--- src/rtl/phy_rst_pkg.sv ---
// Package: shared widths and control-register bit positions for the
// reset/power-down sequencer. The bit positions are decoded by software.
package phy_rst_pkg;
    localparam int CTRL_W    = 16;
    localparam int SWRST_BIT = 15;
    localparam int PDN_BIT   = 11;
    typedef logic [CTRL_W-1:0] ctrl_word_t;
endpackage

--- src/rtl/prc_sync.sv ---
// Module: multi-stage synchroniser for an asynchronous level.
// Assumes: d is a slow level. Reset (synchronous, active low) clears the
// chain to zero, so an active-low input reads as asserted while in reset.
module prc_sync #(
    parameter int STAGES = 2
) (
    input  logic clk,
    input  logic rst_n,
    input  logic d,
    output logic q
);
    logic [STAGES-1:0] chain;

    // Shift the input through the flop chain.
    always_ff @(posedge clk) begin
        if (!rst_n) chain <= '0;
        else        chain <= {chain[STAGES-2:0], d};
    end

    assign q = chain[STAGES-1];
endmodule

--- src/rtl/prc_swrst_timer.sv ---
// Module: down-counter that times the soft reset.
// Assumes: start is never high while busy (the caller gates it).
// clear aborts the count, as a hard reset does.
module prc_swrst_timer #(
    parameter int LEN = 2
) (
    input  logic clk,
    input  logic rst_n,
    input  logic clear,
    input  logic start,
    output logic busy,
    output logic last
);
    localparam int CW = $clog2(LEN + 1);
    logic [CW-1:0] cnt;

    // Load the length on start, then count down to idle.
    always_ff @(posedge clk) begin
        if (!rst_n || clear)   cnt <= '0;
        else if (start)        cnt <= CW'(LEN);
        else if (cnt != '0)    cnt <= cnt - CW'(1);
    end

    assign busy = (cnt != '0);
    assign last = (cnt == CW'(1));
endmodule

--- src/rtl/prc_ctrl_reg.sv ---
// Module: control register 0 with its soft-reset and power-down bits.
// Assumes: hold_dflt is high during pin/power-on reset and reload pulses
// on the final soft-reset cycle. lock blocks writes during any reset.
// The default value never has the soft-reset bit set.
module prc_ctrl_reg
    import phy_rst_pkg::*;
#(
    parameter ctrl_word_t            DFLT    = 16'h3100,
    parameter int                    ADDR_W  = 5,
    parameter logic [ADDR_W-1:0]     MY_ADDR = '0
) (
    input  logic              clk,
    input  logic              rst_n,
    input  logic              hold_dflt,
    input  logic              reload,
    input  logic              lock,
    input  logic              wr_en,
    input  logic [ADDR_W-1:0] addr,
    input  ctrl_word_t        wdata,
    output ctrl_word_t        q,
    output logic              sw_req
);
    localparam ctrl_word_t DFLT_CLEAN = DFLT & ~(ctrl_word_t'(1) << SWRST_BIT);

    logic hit;

    // Accept a write only to this address and only outside any reset.
    assign hit    = wr_en && (addr == MY_ADDR) && !lock;
    assign sw_req = hit && wdata[SWRST_BIT];

    // Register update: defaults on any reset, otherwise take writes.
    always_ff @(posedge clk) begin
        if (!rst_n || hold_dflt || reload) q <= DFLT_CLEAN;
        else if (hit)                      q <= wdata;
    end
endmodule

--- src/rtl/prc_stat_reinit.sv ---
// Module: per-bit reinitialise vector for latching status bits.
// Assumes: the masks mark the latching-low, latching-high and
// latching-maximum bits. Other status bits are never reinitialised here.
module prc_stat_reinit #(
    parameter int                STAT_W   = 8,
    parameter logic [STAT_W-1:0] LL_MASK  = 8'h04,
    parameter logic [STAT_W-1:0] LH_MASK  = 8'h10,
    parameter logic [STAT_W-1:0] LMX_MASK = 8'h40
) (
    input  logic              en,
    output logic [STAT_W-1:0] reinit
);
    localparam logic [STAT_W-1:0] ANY_LATCH = LL_MASK | LH_MASK | LMX_MASK;

    // One control per status bit: latching bits follow en, others stay low.
    for (genvar i = 0; i < STAT_W; i++) begin : g_bit
        if (ANY_LATCH[i]) begin : g_latch
            assign reinit[i] = en;
        end else begin : g_plain
            assign reinit[i] = 1'b0;
        end
    end
endmodule

--- src/rtl/phy_rst_pwr_ctrl.sv ---
// Module: reset and power-down sequencer for a PHY management block.
// Sources: power-on reset (por_n, synchronous), the board pin (hw_rst_n,
// synchronised) and the soft-reset bit. Power-down comes from a hard
// reset or from the power-down bit. A soft reset never powers down and
// never re-latches the strap address.
// Assumes: clk is the reference clock and por_n is held for at least one edge.
module phy_rst_pwr_ctrl
    import phy_rst_pkg::*;
#(
    parameter int                ADDR_W       = 5,
    parameter int                CTRL_ADDR    = 0,
    parameter ctrl_word_t        CTRL_DEFAULT = 16'h3100,
    parameter int                SWRST_LEN    = 2,
    parameter int                SYNC_STAGES  = 2,
    parameter int                STAT_W       = 8,
    parameter logic [STAT_W-1:0] LL_MASK      = 8'h04,
    parameter logic [STAT_W-1:0] LH_MASK      = 8'h10,
    parameter logic [STAT_W-1:0] LMX_MASK     = 8'h40
) (
    input  logic              clk,
    input  logic              por_n,
    input  logic              hw_rst_n,
    input  logic              mgmt_wr_en,
    input  logic [ADDR_W-1:0] mgmt_addr,
    input  logic [CTRL_W-1:0] mgmt_wdata,
    input  logic [ADDR_W-1:0] strap_addr,
    output logic [CTRL_W-1:0] ctrl_rdata,
    output logic [ADDR_W-1:0] phy_addr,
    output logic              dp_rst,
    output logic              regs_dflt,
    output logic              pwr_dn_en,
    output logic              mac_out_zero,
    output logic              tx_tristate,
    output logic              addr_latch_stb,
    output logic [STAT_W-1:0] stat_reinit
);
    logic       pin_sync;
    logic       hard_now;
    logic       hard_q;
    logic       sw_req;
    logic       sw_busy;
    logic       sw_last;
    logic       any_rst;
    ctrl_word_t ctrl_q;

    prc_sync #(.STAGES(SYNC_STAGES)) u_pin_sync (
        .clk   (clk),
        .rst_n (por_n),
        .d     (hw_rst_n),
        .q     (pin_sync)
    );

    // The pin reset, or power-on reset through the cleared synchroniser.
    assign hard_now = !pin_sync;

    prc_swrst_timer #(.LEN(SWRST_LEN)) u_sw_timer (
        .clk   (clk),
        .rst_n (por_n),
        .clear (hard_now),
        .start (sw_req),
        .busy  (sw_busy),
        .last  (sw_last)
    );

    prc_ctrl_reg #(
        .DFLT    (CTRL_DEFAULT),
        .ADDR_W  (ADDR_W),
        .MY_ADDR (ADDR_W'(CTRL_ADDR))
    ) u_ctrl (
        .clk       (clk),
        .rst_n     (por_n),
        .hold_dflt (hard_now),
        .reload    (sw_last),
        .lock      (any_rst),
        .wr_en     (mgmt_wr_en),
        .addr      (mgmt_addr),
        .wdata     (mgmt_wdata),
        .q         (ctrl_q),
        .sw_req    (sw_req)
    );

    // Remember the previous hard-reset level to find its release.
    always_ff @(posedge clk) begin
        if (!por_n) hard_q <= 1'b1;
        else        hard_q <= hard_now;
    end

    assign addr_latch_stb = hard_q && !hard_now;

    // Capture the strap address on hard-reset release only.
    always_ff @(posedge clk) begin
        if (!por_n)              phy_addr <= '0;
        else if (addr_latch_stb) phy_addr <= strap_addr;
    end

    assign any_rst      = hard_now || sw_busy;
    assign dp_rst       = any_rst;
    assign regs_dflt    = any_rst;
    assign pwr_dn_en    = hard_now || (ctrl_q[PDN_BIT] && !sw_busy);
    assign mac_out_zero = pwr_dn_en;
    assign tx_tristate  = pwr_dn_en;
    assign ctrl_rdata   = ctrl_q;

    prc_stat_reinit #(
        .STAT_W   (STAT_W),
        .LL_MASK  (LL_MASK),
        .LH_MASK  (LH_MASK),
        .LMX_MASK (LMX_MASK)
    ) u_stat (
        .en     (pwr_dn_en || any_rst),
        .reinit (stat_reinit)
    );
endmodule

--- config.mk ---
export PLATFORM = sky130hd
export DESIGN_NAME = phy_rst_pwr_ctrl
export DESIGN_NICKNAME = d
export VERILOG_FILES = /design/src/rtl/phy_rst_pkg.sv /design/src/rtl/prc_sync.sv /design/src/rtl/prc_swrst_timer.sv /design/src/rtl/prc_ctrl_reg.sv /design/src/rtl/prc_stat_reinit.sv /design/src/rtl/phy_rst_pwr_ctrl.sv
export SDC_FILE = /design/constraint.sdc
export NUM_CORES = 1
export LEC_CHECK = 0
export BUFFER_PORTS_ARGS = -buffer_cell sky130_fd_sc_hd__buf_2
export CAP_MARGIN = 20
export CORE_ASPECT_RATIO = 0.8
export CORE_UTILIZATION = 49
export CTS_BUF_LIST = sky130_fd_sc_hd__clkbuf_4
export DETAILED_ROUTE_END_ITERATION = 7
export PLACE_DENSITY_LB_ADDON = 0.25
export REMOVE_ABC_BUFFERS = 1
export SYNTH_ARGS = -nofsm -noshare
export SYNTH_HDL_FRONTEND = slang
export SYNTH_SLANG_ARGS = --single-unit
--- constraint.sdc ---
create_clock -name clk -period 5 [get_ports clk]
set_input_delay 1.5 -clock clk [delete_from_list [all_inputs] [get_ports clk]]
set_output_delay 1.5 -clock clk [all_outputs]
set_load 0.02 [all_outputs]
-- Word level (Yosys, flattened, before mapping)
Index checks and enable logic that the tools add are counted.
- bits in registers: 26
- latch bits: 0
- RAM bits: 0
- ROM bits: 0
- input bits: 30
- output and inout port bits: 35
- logic and storage cells: 28
- memories: 0
- $add $sub $neg: 1
- multipliers: 0
- divide/modulo/power cells: 0
- $lt $le $gt $ge: 0
- equal/unequal tests: 1
- shift-type cells: 0
- multiplexer cells: 2
- bitwise logic cells: 0
- reductions and logical operators: 18
- operator list (kind ; number):
    $logic_and 1x1->1 ; 5
    $logic_not 5->1 ; 1
    $logic_or 1x1->1 ; 5
    $logic_not 1->1 ; 4
    $mux 2 ; 2
    $reduce_bool 2->1 ; 2
    $eq 2x1->1 const B ; 1
    $reduce_or 2->1 ; 1
    $sub 2x1->2 const B ; 1

-- Logic depth before layout (Yosys ltp)
Gate-level depths: netlist (run 1).
- depth in word-level cells: 6
- mapped depth: 6
- gate-level depth less buffers: 4

-- Cells and area by module
A second synthesis (run 1) with hierarchy kept.
- cell total of the unflattened synthesis: 132
- area total of the unflattened synthesis: 1169.9 µm²
- by module, submodules not included (module ; instances ; cells each ; area each (µm²) ; seq. area each (µm²)):
    prc_ctrl_reg ; 1 ; 77 ; 653.1 ; 320.3
    phy_rst_pwr_ctrl ; 1 ; 34 ; 301.5 ; 120.1
    prc_swrst_timer ; 1 ; 8 ; 98.8 ; 40.0
    prc_stat_reinit ; 1 ; 9 ; 63.8 ; 0.0
    prc_sync ; 1 ; 4 ; 52.6 ; 40.0

-- Least setup slack after synthesis (run 1)
OpenSTA, ideal clock, no wires.
- path kind: register to output
- start: register u_pin_sync.chain[1]
- end: output port stat_reinit[2]
- arrival: 1385 ps
- data required time: 3500 ps
- slack: 2115 ps
- cell stages (with the launch flop): 5
- path buffers: 2
- path through: dfxtp_1 > buf_4 > or3b_1 > or2_2 > buf_4
- word-level cells in the longest chain between the ends: 3
- elaborated cells on any way between the ends: 4
- those cells by class: reduce/logical (4)
- RTL lines (item ; line ; source):
    from (decl) ; prc_sync.sv:12 ; logic [STAGES-1:0] chain;
    from (signal assigned) ; prc_sync.sv:17 ; else chain <= {chain[STAGES-2:0], d};
    $logic_not 1->1 ; phy_rst_pwr_ctrl.sv:54 ; assign hard_now = !pin_sync;
    $logic_or 1x1->1 ; phy_rst_pwr_ctrl.sv:96 ; assign any_rst = hard_now || sw_busy;
    named net dp_rst ; phy_rst_pwr_ctrl.sv:29 ; output logic dp_rst,
    $logic_or 1x1->1 ; phy_rst_pwr_ctrl.sv:110 ; .en (pwr_dn_en || any_rst),
    to (decl) ; phy_rst_pwr_ctrl.sv:35 ; output logic [STAT_W-1:0] stat_reinit
The timed path passes the listed nets, and every way through them passes these cells.

-- Final worst setup path (run 1)
- start: register u_pin_sync.chain[1]
- end: output port stat_reinit[6]
- word-level cells in the longest chain between the ends: 3
- elaborated cells on any way between the ends: 4
- those cells by class: reduce/logical (4)
- RTL lines (item ; line):
    $logic_not 1->1 (*) ; phy_rst_pwr_ctrl.sv:54
    $logic_or 1x1->1, on equally long branches ; phy_rst_pwr_ctrl.sv:99, phy_rst_pwr_ctrl.sv:96
    $logic_or 1x1->1 (*) ; phy_rst_pwr_ctrl.sv:110
Every way passes the cells marked *; elsewhere a longest branch is shown, timed or not.

==> results.toml, run 1 <==
[outcome]
result_of_the_run = "finished with violations"
violations = "design-rule violations"

[placement]
port_buffer_count = 59
dp_slack_ns = 1.647
place_hpwl_um = 1806
globalplace.congestion = 0.7100

[timing]
setup_viol = 0
achievable-frequency_mhz = 308.9
worst_slew_pin_slew_ns = 0.9550
fin_tns_setup_ns = 0
rsz0062_at_grt = "no"
hold_viol = 0
fin_skew_ns = 0.001801
drv_slew = 0
worst_slew_margin_rel_pct = 36.33
finalWorstPathRequiredPeriod_ns = 3.237
final.setup.worst_slack_ns = 1.763
post-route-period-util_pct = 64.75

[worst_hold_path]
type_of_the_most_critical_hold_path = "reg2reg"

[grt]
grt_start_max_net_pins = 28
grt_remaining_overflow = 0
grt_first_pass_wirelength_um = 3739
number_of_global_route_vias_before_repair = 902
initial_antenna_violation_count = 0
grt_util_all_layers_pct = 19.18

[power_and_ir_drop]
max-vdd-ir-drop_v = 0.0001765
p_leak_uw = 0.0005913
powerDensity_nw_per_um2 = 235.2

[flow_run]
max_cap_viol_count = 0

[clocking]
post_cts.resized_instances = 0
cts-htree-levels = 1
clock-sinks = 26
path_clk_slew_ns = 0.13
tritoncts_clock_tree = "done"
clock_latency_ns = 0.31
cts-buffers-inserted = 3
post_cts_setup_bufs = 0
cts_hold_buf = 0
clockBufferDepth = 2
cts.root.buffer_cell = "clkbuf_4"

[synth]
netlist.top_cell.by_area = "dfxtp_1"
synth_top_cells_by_area = "dfxtp_1, mux2i_1, nand3_1"
dominantRegCellSynth = "dfxtp_1"
average_footprint_of_a_synthesized_cell_um2 = 9.105
ys_async_sr_fraction_pct = 0
ys_seq_elements = 26
netlist_instances = 130
synth.yosys.warnings = 0
netlist.area_leader.share_pct = 43.97
count_of_distinct_cell_types_in_the_synthesized_netlist = 25
fraction_of_the_yosys_area_taken_by_sequential_cells_pct = 43.97
synth_edf_count = 0
synth_area_um2 = 1184

[routing]
dr_total_vias = 1039
final_antenna_violating_net_count = 0
drt-wirelength-per-cell_um = 11.65
first_iter_violations = 32
detail_route.first_pass.iterations = 6
vias_per_cell = 5.144
remaining_drc_errors = 10
route.final.wire_length_um = 2354

[critical_path]
crit_path_max_fanout = 9
critical_path_required_ns = 3.50
setup.worst_path.end_class = "output pin"
cp_startpoint_kind = "register"
arrival_ns = 1.74
worst-setup-path-type = "reg2out"

[die]
core.rowCount = 15
die-width_um = 56.95
floorplan.core_area_um2 = 2215
io_pins = 65
area_of_the_die_um2 = 2617
die_y_um = 45.96
initial_cell_density_of_the_core_pct = 53.45

[finish]
antenna-diode-count = 0
final_net_count = 208
drive_above_1_share_pct = 35.59
syn2layout_area_growth_pct = 18.82
stage by stage:
step	cell area, µm²	instances	hold WS, ns	util (%)	power (µW)
2_1_floorplan	1054	114	0.4118	-	231.8
3_3_place_gp	1380	198	0.4156	62.32	248.3
3_5_place_dp	1380	198	0.4297	62.32	248.8
4_1_cts	1406	202	0.4604	63.50	335.1
5_1_grt	1406	202	0.4812	63.50	348.2
6_report	1406	202	0.4559	63.50	330.7
final timing paths:
| path | start | end | slack [ns] | cells past startpoint |
|---|---|---|---|---|
| setup / recovery | u_pin_sync.chain[1] | stat_reinit[6] | 1.76 | 3 |
| hold / removal | u_pin_sync.chain[0] | u_pin_sync.chain[1] | 0.46 | 1 |
| setup reg to reg | u_pin_sync.chain[1] | u_ctrl.q[12] | 2.80 | 4 |
| hold reg to reg | u_pin_sync.chain[0] | u_pin_sync.chain[1] | 0.46 | 1 |
routing by layer:
| metal | wire length [µm] | vias up | track usage [%] |
|---|---|---|---|
| met5 | 0 | - | 0 |
| met4 | 21 | 0 | 7.317 |
| met3 | 128 | 2 | 5.398 |
| met2 | 1180 | 35 | 33.41 |
| met1 | 1025 | 476 | 22.96 |
| li1 | - | 526 | - |
logic make-up after synthesis:
| group | after synthesis | synth area share [%] |
|---|---|---|
| DFF | 26 | 43.97 |
| muxes | 16 | 13.53 |
| buffers and inverters | 22 | 12.90 |
| AOI/OAI and AO/OA | 6 | 3.594 |
| other | 1 | 0.3168 |
| and+or+nand+nor | 59 | 25.69 |
layout by cell type (no fill, tap or decap), drive strengths merged:
cell    synthesis  routed
nand3          31      31
nor3b           1       1
or2             1       1
conb            1       5
inv             1       1
nor2            1       1
nor3            6       6
a21oi           1       1
clkinv          1       2
and2            3       3
nand4           1       1
or3b            1       1
nor4            1       1
clkbuf          5       3
dfxtp          26      26
mux2i          16      16
buf            15      59
and3b           1       1
nor2b           2       2
a21boi          5       5
nand2b          1       1
nand2           9       9
synthesized netlist by cell type, drive strengths merged (2+ instances only):
cell    count
nor2b       2
nor3        6
a21boi      5
and2        3
mux2i      16
nand2       9
dfxtp      26
nand3      31
buf        15
clkbuf      5
worst max-delay path, cell delays in order, from the launching register on:
cell	delay (ns)
dfxtp_1	0.50
or3b_1	0.45
or2_2	0.31
buf_2	0.17
flip-flops by register name, indices dropped and copies added, names as in the netlist:
signal / count
hard_q: 1
phy_addr: 5
u_ctrl.q: 16
u_pin_sync.chain: 2
u_sw_timer.cnt: 2
final cells by class:
| class | count | area [µm²] |
|---|---|---|
| clock inverters | 1 | 3.754 |
| flip-flops and latches | 26 | 520.5 |
| fillers | 187 | 808.3 |
| well taps | 25 | 31.28 |
| inverters | 2 | 7.507 |
| repair buffers | 59 | 295.3 |
| clock buffers | 3 | 22.52 |
| multi-input cells | 86 | 525.5 |
report_power, final:
part           switching, µW  leakage [µW]  internal, µW
logic                   18.8      0.000366          14.3
registers               1.74      0.000210           209
clock network           57.3     0.0000154          29.2
Power figures use the tool's default switching activity.
==> run 2: changes to the inputs <==
--- a/config.mk
+++ b/config.mk
@@ -8,7 +8,7 @@
 export BUFFER_PORTS_ARGS = -buffer_cell sky130_fd_sc_hd__buf_2
 export CAP_MARGIN = 20
 export CORE_ASPECT_RATIO = 0.8
-export CORE_UTILIZATION = 49
+export CORE_UTILIZATION = 45
 export CTS_BUF_LIST = sky130_fd_sc_hd__clkbuf_4
 export DETAILED_ROUTE_END_ITERATION = 7
 export PLACE_DENSITY_LB_ADDON = 0.25
==> constraint.sdc (replaced) <==
create_clock -name clk -period 3.1 [get_ports clk]
set_input_delay 0.93 -clock clk [delete_from_list [all_inputs] [get_ports clk]]
set_output_delay 0.93 -clock clk [all_outputs]
set_load 0.02 [all_outputs]
==> results.toml, run 2 (same netlist as run 1, synthesis figures left out) <==
[die]
initial_cell_density_of_the_core_pct = 48.07
area_of_the_die_um2 = 2841
io_pins = 65
core.rowCount = 16
floorplan.core_area_um2 = 2462
die_y_um = 47.87
die-width_um = 59.34

[finish]
drive_above_1_share_pct = 36.87
antenna-diode-count = 0
final_net_count = 210
max_flop_register = "u_ctrl.q"
multi_input_gate_area_in_the_final_layout_um2 = 525.5
number_of_flip_flops_under_the_largest_register_name = 16
sequential_cell_area_um2 = 520.5
largest_registers = "u_ctrl.q: 16 flops, phy_addr: 5 flops"
final_common_cell = "buf_2"
most-common-layout-cells = "buf_2, nand3_1, dfxtp_1"
syn2layout_area_growth_pct = 23.47
nFillCells = 232
final_cell_area_um2 = 1461

[timing]
post-route-period-util_pct = 85.64
finalWorstPathRequiredPeriod_ns = 2.655
rsz0062_at_grt = "no"
fin_skew_ns = 0.003630
drv_slew = 0
achievable-frequency_mhz = 376.7
worst_slew_margin_rel_pct = 41.73
setup_viol = 0
hold_viol = 0
worst_slew_pin_slew_ns = 0.8741
fin_tns_setup_ns = 0

[critical_path]
worstSetupStartpoint = "u_pin_sync.chain[1]"
arrival_ns = 1.72
slowest_stage_cell_on_the_critical_path = "dfxtp_1"
number_of_buffers_and_inverters_on_the_critical_path = 1
setup.worst_path.end_class = "output pin"
worst_path_dominant_cell_family = "simple AND/OR/NAND/NOR gates"
critical_path_required_ns = 2.17
cp_startpoint_kind = "register"
rr_startpoint = "u_pin_sync.chain[1]"
crit_path_max_incr_delay_ns = 0.48
worst-setup-path-type = "reg2out"
crit_path_cell_trace = "or3b_1, or2_2, buf_2"
crit_path_max_fanout = 9

[worst_hold_path]
min_from = "u_pin_sync.chain[0]"
type_of_the_most_critical_hold_path = "reg2reg"

[power_and_ir_drop]
power_switching_share_pct = 21.62
combPwrFrac_pct = 8.7
powerDensity_nw_per_um2 = 429.7
cellInternalPower_uw = 492.3
p_leak_uw = 0.0006147
power_frac_seq_pct = 54.2
clock_network_fraction_of_design_power_pct = 37.1
max-vdd-ir-drop_v = 0.0002259
p_sw_uw = 135.8

[clocking]
post_cts.resized_instances = 0
tritoncts_clock_tree = "done"
cts-htree-levels = 1
cts-buffers-inserted = 3
clock-sinks = 26
cts_hold_buf = 0
path_clk_slew_ns = 0.14
cts.root.buffer_cell = "clkbuf_4"
post_cts_setup_bufs = 0
clockBufferDepth = 2
clock_latency_ns = 0.33

[grt]
grt_remaining_overflow = 0
grt_start_max_net_pins = 28
number_of_global_route_vias_before_repair = 771
grt_first_pass_wirelength_um = 3608
grt_util_all_layers_pct = 17.67
initial_antenna_violation_count = 0

[flow_run]
max_cap_viol_count = 0

[routing]
first_iter_violations = 44
route.final.wire_length_um = 2530
remaining_drc_errors = 0
detail_route.first_pass.iterations = 4
final_antenna_violating_net_count = 0
vias_per_cell = 4.893
dr_total_vias = 1052
drt-wirelength-per-cell_um = 11.77

[placement]
port_buffer_count = 59
detailed_place.area_um2 = 1409
place_hpwl_um = 1898
globalplace.congestion = 0.6844

[outcome]
result_of_the_run = "finished, final reports clean"
-- run 2: cell types whose count changed in the layout (fill, tap and decap cells not counted), sizes merged --
cell / before / now
bufinv: 0 / 1
clkinv: 2 / 1
buf: 59 / 61
-- run 2: path summary, 6_finish.rpt --
check / end / slack, ns / cells past startpoint
hold / removal: u_pin_sync.chain[1] / 0.45 / 1
setup / recovery: stat_reinit[2] / 0.45 / 3
hold reg to reg: u_pin_sync.chain[1] / 0.45 / 1
setup reg to reg: u_ctrl.q[14] / 1.34 / 4
-- run 2: power by group through the flow --
stage / clock, µW / sequential, µW / combinational [µW]
2_1_floorplan: 0 / 350 / 23.5
3_3_place_gp: 0 / 348 / 53.6
3_5_place_dp: 0 / 348 / 54.6
4_1_cts: 240 / 341 / 54.8
5_1_grt: 248 / 341 / 60.0
6_report: 233 / 341 / 54.7
-- run 2: final cells by class --
type                    instances  area share [%]
inverters                       2          0.5137
clock inverters                 1           2.055
flip-flops and latches         26           35.62
repair buffers                 61           21.23
multi-input cells              86           35.96
clock buffers                   3           1.541
well taps                      36           3.082
-- run 2: per-layer routing --
metal	vias to the layer above	wire length (µm)	GRT usage, %
met3	5	180	5.405
met5	-	0	0
li1	533	-	-
met2	40	1198	28.76
met1	474	1116	22.26
met4	0	34	7.143
-- run 2: through the flow --
stage	power (µW)	hold slack, ns	cells	setup WS, ns	util (%)
floorplan	373.9	0.4118	114	0.7010	-
global placement	401.2	0.4144	211	0.8694	57.22
detailed placement	402.4	0.4190	211	0.7658	57.22
CTS	635.0	0.4558	215	0.4406	59.35
global route	649.5	0.4754	215	0.3750	59.35
finish	628.0	0.4464	215	0.4452	59.35
